### config.mk
export PLATFORM = sky130hd
export DESIGN_NAME = cfeed_dma_ctrl
export DESIGN_NICKNAME = d
export VERILOG_FILES = /design/src/rtl/cfeed_pkg.sv /design/src/rtl/cfeed_decode.sv /design/src/rtl/cfeed_chan.sv /design/src/rtl/cfeed_irq.sv /design/src/rtl/cfeed_dma_ctrl.sv
export SDC_FILE = /design/constraint.sdc
export NUM_CORES = 1
export LEC_CHECK = 0
export CORE_ASPECT_RATIO = 0.75
export CORE_UTILIZATION = 46
export DETAILED_ROUTE_END_ITERATION = 7
export PLACE_DENSITY = 0.8
export SETUP_SLACK_MARGIN = 0.5
export SYNTH_ARGS = -nofsm -noshare
export SYNTH_HDL_FRONTEND = slang
export SYNTH_SLANG_ARGS = --single-unit
### constraint.sdc
create_clock -name clk -period 1.9 [get_ports clk]
set_input_delay 0.19 -clock clk [delete_from_list [all_inputs] [get_ports clk]]
set_output_delay 0.19 -clock clk [all_outputs]
set_load 0.02 [all_outputs]
### src/rtl/cfeed_pkg.sv
package cfeed_pkg;
  localparam int unsigned SRC_N = 4;
  localparam int unsigned SRC_PK = 0;
  localparam int unsigned SRC_HASH = 1;
  localparam int unsigned SRC_TX = 2;
  localparam int unsigned SRC_RX = 3;

  localparam logic [7:0] OFS_STAT    = 8'h00;
  localparam logic [7:0] OFS_ENSET   = 8'h04;
  localparam logic [7:0] OFS_ENCLR   = 8'h08;
  localparam logic [7:0] OFS_PEND    = 8'h0C;
  localparam logic [7:0] OFS_FIFOST  = 8'h10;
  localparam logic [7:0] OFS_FIFOCTL = 8'h14;
  localparam logic [7:0] OFS_RX_BASE = 8'h20;
  localparam logic [7:0] OFS_TX_BASE = 8'h30;
  localparam logic [7:0] OFS_START   = 8'h00;
  localparam logic [7:0] OFS_LEN     = 8'h04;
  localparam logic [7:0] OFS_CTRL    = 8'h08;

  typedef struct packed {
    logic       en_set;
    logic       en_clr;
    logic       pend_clr;
    logic       fifo_ctl;
    logic [1:0] start;
    logic [1:0] len;
    logic [1:0] ctrl;
  } wstrb_t;

  function automatic logic [7:0] chan_base(input int unsigned idx);
    return (idx == 0) ? OFS_RX_BASE : OFS_TX_BASE;
  endfunction
endpackage

### src/rtl/cfeed_decode.sv
module cfeed_decode
  import cfeed_pkg::*;
#(
  parameter int unsigned RA_W = 8
) (
  input  logic            bus_sel,
  input  logic            bus_wr,
  input  logic [RA_W-1:0] bus_addr,
  output wstrb_t          wstrb
);
  localparam int unsigned NCH = 2;

  always_comb begin
    wstrb = '0;
    if (bus_sel && bus_wr) begin
      wstrb.en_set   = (bus_addr == RA_W'(OFS_ENSET));
      wstrb.en_clr   = (bus_addr == RA_W'(OFS_ENCLR));
      wstrb.pend_clr = (bus_addr == RA_W'(OFS_PEND));
      wstrb.fifo_ctl = (bus_addr == RA_W'(OFS_FIFOCTL));
      for (int c = 0; c < NCH; c++) begin
        wstrb.start[c] = (bus_addr == RA_W'(chan_base(c) + OFS_START));
        wstrb.len[c]   = (bus_addr == RA_W'(chan_base(c) + OFS_LEN));
        wstrb.ctrl[c]  = (bus_addr == RA_W'(chan_base(c) + OFS_CTRL));
      end
    end
  end
endmodule

### src/rtl/cfeed_chan.sv
module cfeed_chan #(
  parameter int unsigned AW      = 32,
  parameter int unsigned LW      = 32,
  parameter int unsigned BLK_LG2 = 4
) (
  input  logic          clk,
  input  logic          rst,
  input  logic          we_start,
  input  logic          we_len,
  input  logic          we_ctrl,
  input  logic [31:0]   wdata,
  input  logic          done,
  output logic          busy,
  output logic [AW-1:0] start_q,
  output logic [LW-1:0] len_q,
  output logic          swap,
  output logic          flush,
  output logic          done_evt
);
  logic len_ok;

  // legal count: non-zero and a whole number of blocks
  assign len_ok   = (wdata[LW-1:0] != '0) && (wdata[BLK_LG2-1:0] == '0);
  assign done_evt = busy && done;

  always_ff @(posedge clk) begin
    if (rst) begin
      busy    <= 1'b0;
      start_q <= '0;
      len_q   <= '0;
      swap    <= 1'b0;
      flush   <= 1'b0;
    end else begin
      flush <= 1'b0;
      if (!busy) begin
        if (we_start) start_q <= wdata[AW-1:0];
        if (we_len && len_ok) begin
          len_q <= wdata[LW-1:0];
          busy  <= 1'b1;
        end
      end else if (done) begin
        busy <= 1'b0;
      end
      if (we_ctrl) begin
        swap  <= wdata[1];
        flush <= wdata[0];
      end
    end
  end
endmodule

### src/rtl/cfeed_irq.sv
module cfeed_irq #(
  parameter int unsigned N = 4
) (
  input  logic         clk,
  input  logic         rst,
  input  logic [N-1:0] set_evt,
  input  logic         en_set_we,
  input  logic         en_clr_we,
  input  logic         pend_clr_we,
  input  logic [N-1:0] wdata,
  output logic [N-1:0] en_q,
  output logic [N-1:0] pend_q,
  output logic         irq
);
  logic [N-1:0] en_d, pend_d;

  always_comb begin
    en_d = en_q;
    if (en_set_we) en_d = en_d | wdata;
    if (en_clr_we) en_d = en_d & ~wdata;
    // a completion in this cycle outranks the acknowledge
    pend_d = (pend_q & ~(pend_clr_we ? wdata : '0)) | set_evt;
  end

  always_ff @(posedge clk) begin
    if (rst) begin
      en_q   <= '0;
      pend_q <= '0;
      irq    <= 1'b0;
    end else begin
      en_q   <= en_d;
      pend_q <= pend_d;
      irq    <= |(pend_d & en_d);
    end
  end
endmodule

### src/rtl/cfeed_dma_ctrl.sv
module cfeed_dma_ctrl
  import cfeed_pkg::*;
#(
  parameter int unsigned AW      = 32,
  parameter int unsigned LW      = 32,
  parameter int unsigned BLK_LG2 = 4,
  parameter int unsigned RA_W    = 8
) (
  input  logic            clk,
  input  logic            rst,
  input  logic            bus_sel,
  input  logic            bus_wr,
  input  logic [RA_W-1:0] bus_addr,
  input  logic [31:0]     bus_wdata,
  output logic [31:0]     bus_rdata,
  output logic            rx_req,
  output logic [AW-1:0]   rx_addr,
  output logic [LW-1:0]   rx_len,
  output logic            rx_swap,
  output logic            rx_flush,
  input  logic            rx_done,
  output logic            tx_req,
  output logic [AW-1:0]   tx_addr,
  output logic [LW-1:0]   tx_len,
  output logic            tx_swap,
  output logic            tx_flush,
  input  logic            tx_done,
  input  logic            hash_done,
  input  logic            pk_done,
  input  logic [7:0]      fifo_flags,
  output logic            des_sel,
  output logic [1:0]      hash_src,
  output logic            irq
);
  localparam int unsigned NCH = 2;

  wstrb_t ws;
  logic [NCH-1:0] ch_busy, ch_swap, ch_flush, ch_evt, ch_done;
  logic [AW-1:0]  ch_addr [NCH];
  logic [LW-1:0]  ch_len  [NCH];
  logic [SRC_N-1:0] set_evt, en_vec, pend_vec;
  logic [2:0]  fifo_ctl_q;
  logic [31:0] rd_mux;

  cfeed_decode #(.RA_W(RA_W)) u_dec (
    .bus_sel (bus_sel),
    .bus_wr  (bus_wr),
    .bus_addr(bus_addr),
    .wstrb   (ws)
  );

  assign ch_done = {tx_done, rx_done};

  for (genvar c = 0; c < NCH; c++) begin : g_ch
    cfeed_chan #(.AW(AW), .LW(LW), .BLK_LG2(BLK_LG2)) u_ch (
      .clk     (clk),
      .rst     (rst),
      .we_start(ws.start[c]),
      .we_len  (ws.len[c]),
      .we_ctrl (ws.ctrl[c]),
      .wdata   (bus_wdata),
      .done    (ch_done[c]),
      .busy    (ch_busy[c]),
      .start_q (ch_addr[c]),
      .len_q   (ch_len[c]),
      .swap    (ch_swap[c]),
      .flush   (ch_flush[c]),
      .done_evt(ch_evt[c])
    );
  end

  assign rx_req   = ch_busy[0];
  assign rx_addr  = ch_addr[0];
  assign rx_len   = ch_len[0];
  assign rx_swap  = ch_swap[0];
  assign rx_flush = ch_flush[0];
  assign tx_req   = ch_busy[1];
  assign tx_addr  = ch_addr[1];
  assign tx_len   = ch_len[1];
  assign tx_swap  = ch_swap[1];
  assign tx_flush = ch_flush[1];

  always_comb begin
    set_evt           = '0;
    set_evt[SRC_RX]   = ch_evt[0];
    set_evt[SRC_TX]   = ch_evt[1];
    set_evt[SRC_HASH] = hash_done;
    set_evt[SRC_PK]   = pk_done;
  end

  cfeed_irq #(.N(SRC_N)) u_irq (
    .clk        (clk),
    .rst        (rst),
    .set_evt    (set_evt),
    .en_set_we  (ws.en_set),
    .en_clr_we  (ws.en_clr),
    .pend_clr_we(ws.pend_clr),
    .wdata      (bus_wdata[SRC_N-1:0]),
    .en_q       (en_vec),
    .pend_q     (pend_vec),
    .irq        (irq)
  );

  always_ff @(posedge clk) begin
    if (rst)              fifo_ctl_q <= '0;
    else if (ws.fifo_ctl) fifo_ctl_q <= bus_wdata[2:0];
  end

  assign des_sel  = fifo_ctl_q[2];
  assign hash_src = fifo_ctl_q[1:0];

  always_comb begin
    rd_mux = '0;
    case (bus_addr)
      RA_W'(OFS_STAT):                  rd_mux = 32'(pend_vec & en_vec);
      RA_W'(OFS_ENSET), RA_W'(OFS_ENCLR): rd_mux = 32'(en_vec);
      RA_W'(OFS_PEND):                  rd_mux = 32'(pend_vec);
      RA_W'(OFS_FIFOST):                rd_mux = 32'(fifo_flags);
      RA_W'(OFS_FIFOCTL):               rd_mux = 32'(fifo_ctl_q);
      RA_W'(OFS_RX_BASE + OFS_START):   rd_mux = 32'(ch_addr[0]);
      RA_W'(OFS_RX_BASE + OFS_LEN):     rd_mux = 32'(ch_len[0]);
      RA_W'(OFS_RX_BASE + OFS_CTRL):    rd_mux = {30'd0, ch_swap[0], 1'b0};
      RA_W'(OFS_TX_BASE + OFS_START):   rd_mux = 32'(ch_addr[1]);
      RA_W'(OFS_TX_BASE + OFS_LEN):     rd_mux = 32'(ch_len[1]);
      RA_W'(OFS_TX_BASE + OFS_CTRL):    rd_mux = {30'd0, ch_swap[1], 1'b0};
      default:                          rd_mux = '0;
    endcase
  end

  always_ff @(posedge clk) begin
    if (rst)                    bus_rdata <= '0;
    else if (bus_sel && !bus_wr) bus_rdata <= rd_mux;
    else                        bus_rdata <= '0;
  end
endmodule

==> impl_results.md, run 1 <==
* DR vias at 7277
* # IOs at roughly 230
* Clk_skew at between 0.009 and 0.01 ns
* Maximum vdd ir drop at 0.623 mV
* Outcome: complete, no violations
* PortBufs at 225
* First-pass GRT wire length at 38400 um
* Syn Area/Cell at 9.07 um2
* RSZ-0062 raised after global routing: true
* Share of cells above drive strength 1 at 23.2%
* Initial Util at 47.4%
* Antenna violations before repair at 0
* EDFF count, synth at 0
* Die Y at 108 um
* Vias per cell at 5.65
* Gpl congestion at 0.897
* Post-route setup slack at 0.303 ns
* Seq/Total Area, Yosys at approximately half
* Worst Setup Path Type: input pin to flop
* Nets at 1132
* Hold Violations, Final at 0
* Tcrit/Tclk final at between 80% and 90%
* Filler Cells Inserted at 1038
* Mapped Cells at 763
* Final setup vio count at 0
* Mapped Area at approximately 6900 um2
* Max Clock Freq at 0.626 GHz
* Starting DRT DRC Count at 684
* Crit path time final at 1.60 ns
* Vias in the first global route at 6876
* Yosys warning total at 0
* Type of destination of the critical path: flop
* Post-Place Cells at 1231
* DR pass1 iterations at 5
* CTS Hold Bufs at 0
* Max Cap Violations at 0
* Distinct cells, synth at 41
* CP arrival at 1.88 ns
* Die X at between 100 and 150 um
* WL/cell at roughly 20 um
* Die area at 15500 um2
* Area post-placement at 10100 um2
* TritonCTS clock tree: yes
* DRC Markers at 0
* H-tree depth at 4
* Setup Slack @ Placement at -0.621 ns
* Clock latency on the worst-skew pair at approximately 0.42 ns
* CTS Buf Count at 17
* Row cnt at 38
* Clk sink count at between 150 and 200
* Grt total ovfl at 0
* Ys flop type: dfxtp_1
* Largest net degree at the start of global routing at 140
* Power Dens Cells at 705 nW/um2
* DRT antenna net count at 0
* Design Area, Final at 11100 um2
* Yosys reg bits at around 180
* Synth top area share at about half
* Syn nets at 819
* Synth top area cells: dfxtp_1 (51%), mux2i_1 (8.7%), nand2_1 (7.5%)
* DP HPWL at 16600 um
* Max clock buf depth at 2
* Clock slew at reported path FFs at 0.07 ns
* Top-count cell post-synth: dfxtp_1
* Hold/Removal Path Class: input pin to flop
* Area grow syn2layout at 60.8%
* Yosys top cell by area: dfxtp_1
* Critical path data required time at ~2.2 ns
* Slew margin rel. at 56.7%
* Crit path launch type: input pin
* Post-synth ARST share at 0%
* Total GRT Usage at 33.0%
* Clk root buf: clkbuf_16
* Total routed wirelength at 25800 um
* Antenna Cells at 0
* P_leak at slightly above 5 nW
* Worst-Margin Slew at 0.649 ns
* Final Util at 76.2%
* Worst-path fanout max at 5
* Core Region at roughly 15000 um2
* Final max-slew violation count at 0
* Synth top cells by count: dfxtp_1 (178), nand2_1 (139), a21oi_1 (101)
* Fin cells at around 1300
state kept, by name, indices dropped and copies added, names as in the netlist:
signal,flops
u_irq.pend_q,4
u_irq.irq,1
g_ch.u_ch.start_q,64
fifo_ctl_q,3
g_ch.u_ch.len_q,64
g_ch.u_ch.flush,2
g_ch.u_ch.busy,2
g_ch.u_ch.swap,2
u_irq.en_q,4
bus_rdata,32
placed cells by master, fill, tap and decap left out, types with 3 or more instances in the layout:
master	n
dfxtp_1	176
dlygate4sd2_1	156
nand2_1	136
a21oi_1	95
buf_4	91
nor2_1	68
a22oi_1	55
mux2i_1	54
buf_6	24
clkdlybuf4s15_1	18
clkbuf_16	17
buf_12	14
buf_2	13
clkdlybuf4s50_1	13
clkbuf_2	12
a222oi_1	9
nor4_4	8
and2_4	8
and2_1	7
nor2b_1	7
nand4_1	6
a21oi_2	6
clkdlybuf4s15_2	6
a31oi_1	5
nand3_1	5
inv_6	5
buf_16	5
nand2b_1	4
mux2i_2	3
mux2i_4	3
a22o_1	3
a21o_1	3
bufinv_16	3
where the power goes:
group / internal, mW / leakage [nW] / switching (mW)
clock network: 2.09 / 0.290 / 1.56
registers: 3.73 / 1.43 / 0.00414
logic: 0.210 / 3.46 / 0.242
total: 6.04 / 5.19 / 1.80
metrics by stage:
step | hold slack (ns) | power, mW | setup TNS, ns
6_report | 0.0795 | 7.84 | 0
5_1_grt | 0.0737 | 8.06 | 0
4_1_cts | 0.137 | 7.83 | 0
3_5_place_dp | 0.462 | 4.23 | -72.80
3_3_place_gp | 0.456 | 4.23 | -69.10
2_1_floorplan | 0.318 | 3.93 | 0
final cells by class:
| class | instances | area [um2] | area share [%] |
|---|---|---|---|
| clock buffer | 18 | 429 | 3.86 |
| clock inverter | 13 | 174 | 1.56 |
| multi-input combinational | 523 | 3420 | 30.7 |
| sequential | 178 | 3570 | 32.0 |
| tap | 200 | 250 | 2.25 |
| timing repair buffer | 356 | 3290 | 29.6 |
kinds of logic after synthesis:
logic type / count (synthesis) / share of synthesized area, %
AO/OA/AOI/OAI: 191 / 17.7
XOR/XNOR: 1 / 0.127
buffers and inverters: 62 / 4.00
flip-flops: 178 / 51.5
multiplexers: 60 / 8.68
AND/OR/NAND/NOR: 271 / 18.0
worst max-delay path, stage by stage:
cell       delay (ns)
buf_8            0.10
nor4_4           0.31
buf_4            0.16
nand4_1          0.08
buf_6            0.15
o2111ai_4        0.21
buf_12           0.16
buf_12           0.11
buf_16           0.12
mux2i_4          0.22
nor2_1           0.07
path summary, 6_finish.rpt:
check / slack, ns / from / depth (start not counted) / endpoint
max: 0.30 / bus_wdata[25] / 11 / g_ch[1].u_ch.len_q[5]
min: 0.08 / bus_wdata[19] / 3 / g_ch[0].u_ch.start_q[19]
max reg2reg: 0.47 / g_ch[1].u_ch.busy / 7 / g_ch[1].u_ch.len_q[3]
min reg2reg: 0.47 / g_ch[1].u_ch.start_q[21] / 2 / g_ch[1].u_ch.start_q[21]
per-layer routing:
layer / wire length, um / part of all wire (%) / GRT usage (%)
met2: 12100 / 47 / 53.3
met1: 10800 / 42 / 43.7
met5: 0 / 0 / 0
met3: 2610 / 10 / 8.10
met4: 374 / 1.4 / 9.42
what timing repair did:
| item | CTS | global route |
|---|---|---|
| pin swaps | 31 | 25 |
| gates resized for setup | 333 | 90 |
| cloned | 5 | 0 |
| buffers inserted | 18 | 3 |
| endpoints found under the setup margin | 348 | 133 |
Note: power is estimated with default switching activity, not from simulation.
==> run 2: changes to the inputs <==
--- a/config.mk
+++ b/config.mk
@@ -6,9 +6,9 @@
 export NUM_CORES = 1
 export LEC_CHECK = 0
 export CORE_ASPECT_RATIO = 0.75
-export CORE_UTILIZATION = 46
+export CORE_UTILIZATION = 42
 export DETAILED_ROUTE_END_ITERATION = 7
-export PLACE_DENSITY = 0.8
+export PLACE_DENSITY = 0.77
 export SETUP_SLACK_MARGIN = 0.5
 export SYNTH_ARGS = -nofsm -noshare
 export SYNTH_HDL_FRONTEND = slang
==> constraint.sdc (replaced) <==
create_clock -name clk -period 1.34 [get_ports clk]
set_input_delay 0.134 -clock clk [delete_from_list [all_inputs] [get_ports clk]]
set_output_delay 0.134 -clock clk [all_outputs]
set_load 0.02 [all_outputs]
==> run 2 against run 1 <==
Compared with the run above: the flow now finishes with violations (negative setup slack); flip-flop and latch count is the same; sequential power grew 41%; first-iteration DRC count shrank 10%; utilization grew 5.1 points; sequential share of layout area shrank 3.3 points; global-route usage shrank 0.84 points.
==> impl_results.md, run 2 (synthesis gave the netlist of run 1 again) <==
* Max stage delay on crit path at 0.33 ns (was 0.31 ns)
* Die X at 150 um (was 144 um)
* Area post-placement at 10300 um2 (was 10100 um2)
* Largest regs: g_ch.u_ch.len_q (64), g_ch.u_ch.start_q (64), bus_rdata (32) (unchanged)
* P_leak at 5.80 nW (was 5.19 nW)
* PortBufs at 225 (unchanged)
* Outcome: complete, but fails checks (was complete, no violations)
* Max clock buf depth at 2 (unchanged)
* Max Cap Violations at 0 (unchanged)
* Final max-slew violation count at 0 (unchanged)
* # IOs at 226 (unchanged)
* Largest net degree at the start of global routing at 77 (was 140)
* Setup Slack @ Placement at -1.19 ns (was -0.621 ns)
* Grt total ovfl at 0 (unchanged)
* Clk root buf: clkbuf_16 (unchanged)
* Crit path launch type: input pin (unchanged)
* Clk sink count at 178 (unchanged)
* Die Y at 113 um (was 108 um)
* Gpl congestion at 0.888 (was 0.897)
* DR vias at 7890 (was 7277)
* Clk_skew at 0.00969 ns (was 0.00917 ns)
* Core Region at 16100 um2 (was 14600 um2)
* Starting DRT DRC Count at 615 (was 684)
* Share of cells above drive strength 1 at 56.5% (was 23.2%)
* Int Pwr at 8.61 mW (was 6.04 mW)
* CP arrival at 1.95 ns (was 1.88 ns)
* Worst Setup Path Type: input pin to flop (unchanged)
* Vias per cell at 5.68 (was 5.65)
* Maximum vdd ir drop at 0.906 mV (was 0.623 mV)
* Crit path time final at ~1.6 ns
* Die area at 17000 um2 (was 15500 um2)
* Commonest non-fill, non-tap cells in the layout: buf_4 (164), buf_6 (162), dfxtp_2 (111) (was dfxtp_1 (176), dlygate4sd2_1 (156), nand2_1 (136))
* Final Util at 81.3% (was 76.2%)
* Total GRT Usage at 32.1% (was 33.0%)
* Slew margin rel. at 71.3% (was 56.7%)
* Clock power frac at 46.7% (was 46.6%)
* Worst path top cell family by delay: buffers and inverters (unchanged)
* First-pass GRT wire length at 41100 um (was 38400 um)
* Worst-Margin Slew at 0.431 ns (was 0.649 ns)
* WL/cell at 21.8 um (was 20.1 um)
* Most used cell, CP: buf_6 (was buf_12)
* Type of destination of the critical path: flop (unchanged)
* Total routed wirelength at 30300 um (was 25800 um)
* Row cnt at 40 (was 38)
* Most common cell after layout, fill and taps aside: buf_4 (was dfxtp_1)
* Post-route setup slack at -0.294 ns (was 0.303 ns)
* Worst path slowest cell: nor4_4 (unchanged)
* Final setup vio count at 77 (was 0)
* Hold Violations, Final at 0 (unchanged)
* CTS Buf Count at 17 (unchanged)
* Seq pwr share at 46.8% (was 47.7%)
* Filler Cells Inserted at 962 (was 1038)
* Max Clock Freq at about 0.61 GHz
* Comb pwr share at 6.5% (was 5.8%)
* Critical path data required time at 1.65 ns (was 2.19 ns)
* Clock latency on the worst-skew pair at 0.43 ns (was 0.42 ns)
* Sw frac at 23.5% (was 23.0%)
* Hold/Removal Path Class: input pin to flop (unchanged)
* DRC Markers at 0 (unchanged)
* Design Area, Final at 13100 um2 (was 11100 um2)
* Antenna violations before repair at 0 (unchanged)
* TritonCTS clock tree: yes (unchanged)
* Nets at 1224 (was 1132)
* DRT antenna net count at 0 (unchanged)
* Vias in the first global route at 7231 (was 6876)
* Worst-path fanout max at 8 (was 5)
* Failing checks: negative setup slack
* Tcrit/Tclk final at 122%
* Net Sw Power at 2.65 mW (was 1.80 mW)
* RSZ-0062 raised after global routing: true (unchanged)
* H-tree depth at 4 (unchanged)
* DR pass1 iterations at 6 (was 5)
* Critical Path, Cell by Cell: buf_6 > nor4_4 > buf_4 > nand4_1 > buf_4 > o2111ai_4 > buf_6 > buf_6 > buf_16 > mux2i_1 > nor2_1 (was buf_8 > nor4_4 > buf_4 > nand4_1 > buf_6 > o2111ai_4 > buf_12 > buf_12 > buf_16 > mux2i_4 > nor2_1)
* Area grow syn2layout at 88.8% (was 60.8%)
* Initial Util at 43.1% (was 47.4%)
* Clock slew at reported path FFs at 0.07 ns (about the same)
* Power Dens Cells at 862 nW/um2 (was 705 nW/um2)
* DP HPWL at 16900 um (was 16600 um)
* Buf/Inv on CP at 6 (unchanged)
* Antenna Cells at 0 (unchanged)
-- run 2: cell types whose count changed in the layout (fill, tap and decap cells not counted), sizes merged --
cell | previous run | this run
clkdlybuf4s50 | 13 | 12
clkdlybuf4s15 | 24 | 6
buf | 149 | 379
inv | 6 | 5
clkbuf | 31 | 27
clkinv | 2 | 4
dlygate4sd2 | 156 | 41
clkinvlp | 2 | 1
-- run 2: worst paths after layout --
check                           startpoint                        to  slack (ns)  cells after the start
setup reg to reg         g_ch[1].u_ch.busy         g_ch[1].u_ch.busy       -0.23                      9
hold reg to reg   g_ch[1].u_ch.start_q[20]  g_ch[1].u_ch.start_q[20]        0.47                      2
hold / removal               bus_wdata[23]    g_ch[0].u_ch.len_q[23]        0.08                      4
setup / recovery             bus_wdata[25]    g_ch[1].u_ch.len_q[31]       -0.29                     11
-- run 2: timing repair --
action	in CTS	in global routing
pin swaps	66	62
hold buffers	0	0
setup endpoints to repair	348	348
endpoints found under the hold margin	0	0
setup buffers	48	52
gates resized for setup	626	680
gates cloned	10	3
-- run 2: area by class of cell --
type / count / area (um2) / area share, %
timing repair buffer: 448 / 4700 / 35.9
sequential: 178 / 3750 / 28.7
multi-input combinational: 523 / 3740 / 28.6
clock buffer: 18 / 439 / 3.36
clock inverter: 13 / 174 / 1.33
tap: 210 / 263 / 2.01
-- run 2: per-stage QoR --
| stage | power, mW | setup TNS, ns | cells | hold slack, ns |
|---|---|---|---|---|
| 2_1_floorplan | 5.58 | -18.97 | 763 | 0.250 |
| 3_3_place_gp | 6.02 | -157.11 | 1246 | 0.459 |
| 3_5_place_dp | 6.02 | -163.09 | 1246 | 0.462 |
| 4_1_cts | 11.2 | -9.13 | 1335 | 0.0646 |
| 5_1_grt | 11.6 | -13.51 | 1390 | 0.0792 |
| 6_report | 11.3 | -9.80 | 1390 | 0.0776 |
-- run 2: per-layer routing --
layer / track usage, % / wire length, um / up-vias
met2: 51.9 / 14400 / 477
met5: 0 / 0 / -
li1: - / - / 3512
met4: 10.8 / 828 / 0
met3: 7.30 / 2960 / 82
met1: 42.3 / 12100 / 3819
-- run 2: power by group through the flow --
| stage | clock network (mW) | registers [mW] | logic [mW] |
|---|---|---|---|
| CTS | 5.24 | 5.29 | 0.651 |
| finish | 5.26 | 5.27 | 0.729 |
| global placement | 0 | 5.42 | 0.601 |
| floorplan | 0 | 5.42 | 0.160 |
| detailed placement | 0 | 5.42 | 0.602 |
| global route | 5.55 | 5.26 | 0.752 |
-- run 2: tightest hold or removal path: cells and delay by family --
family	cells	cell delay, ns
mux	1	0.06
simple gates	1	0.09
buf+inv	2	0.19
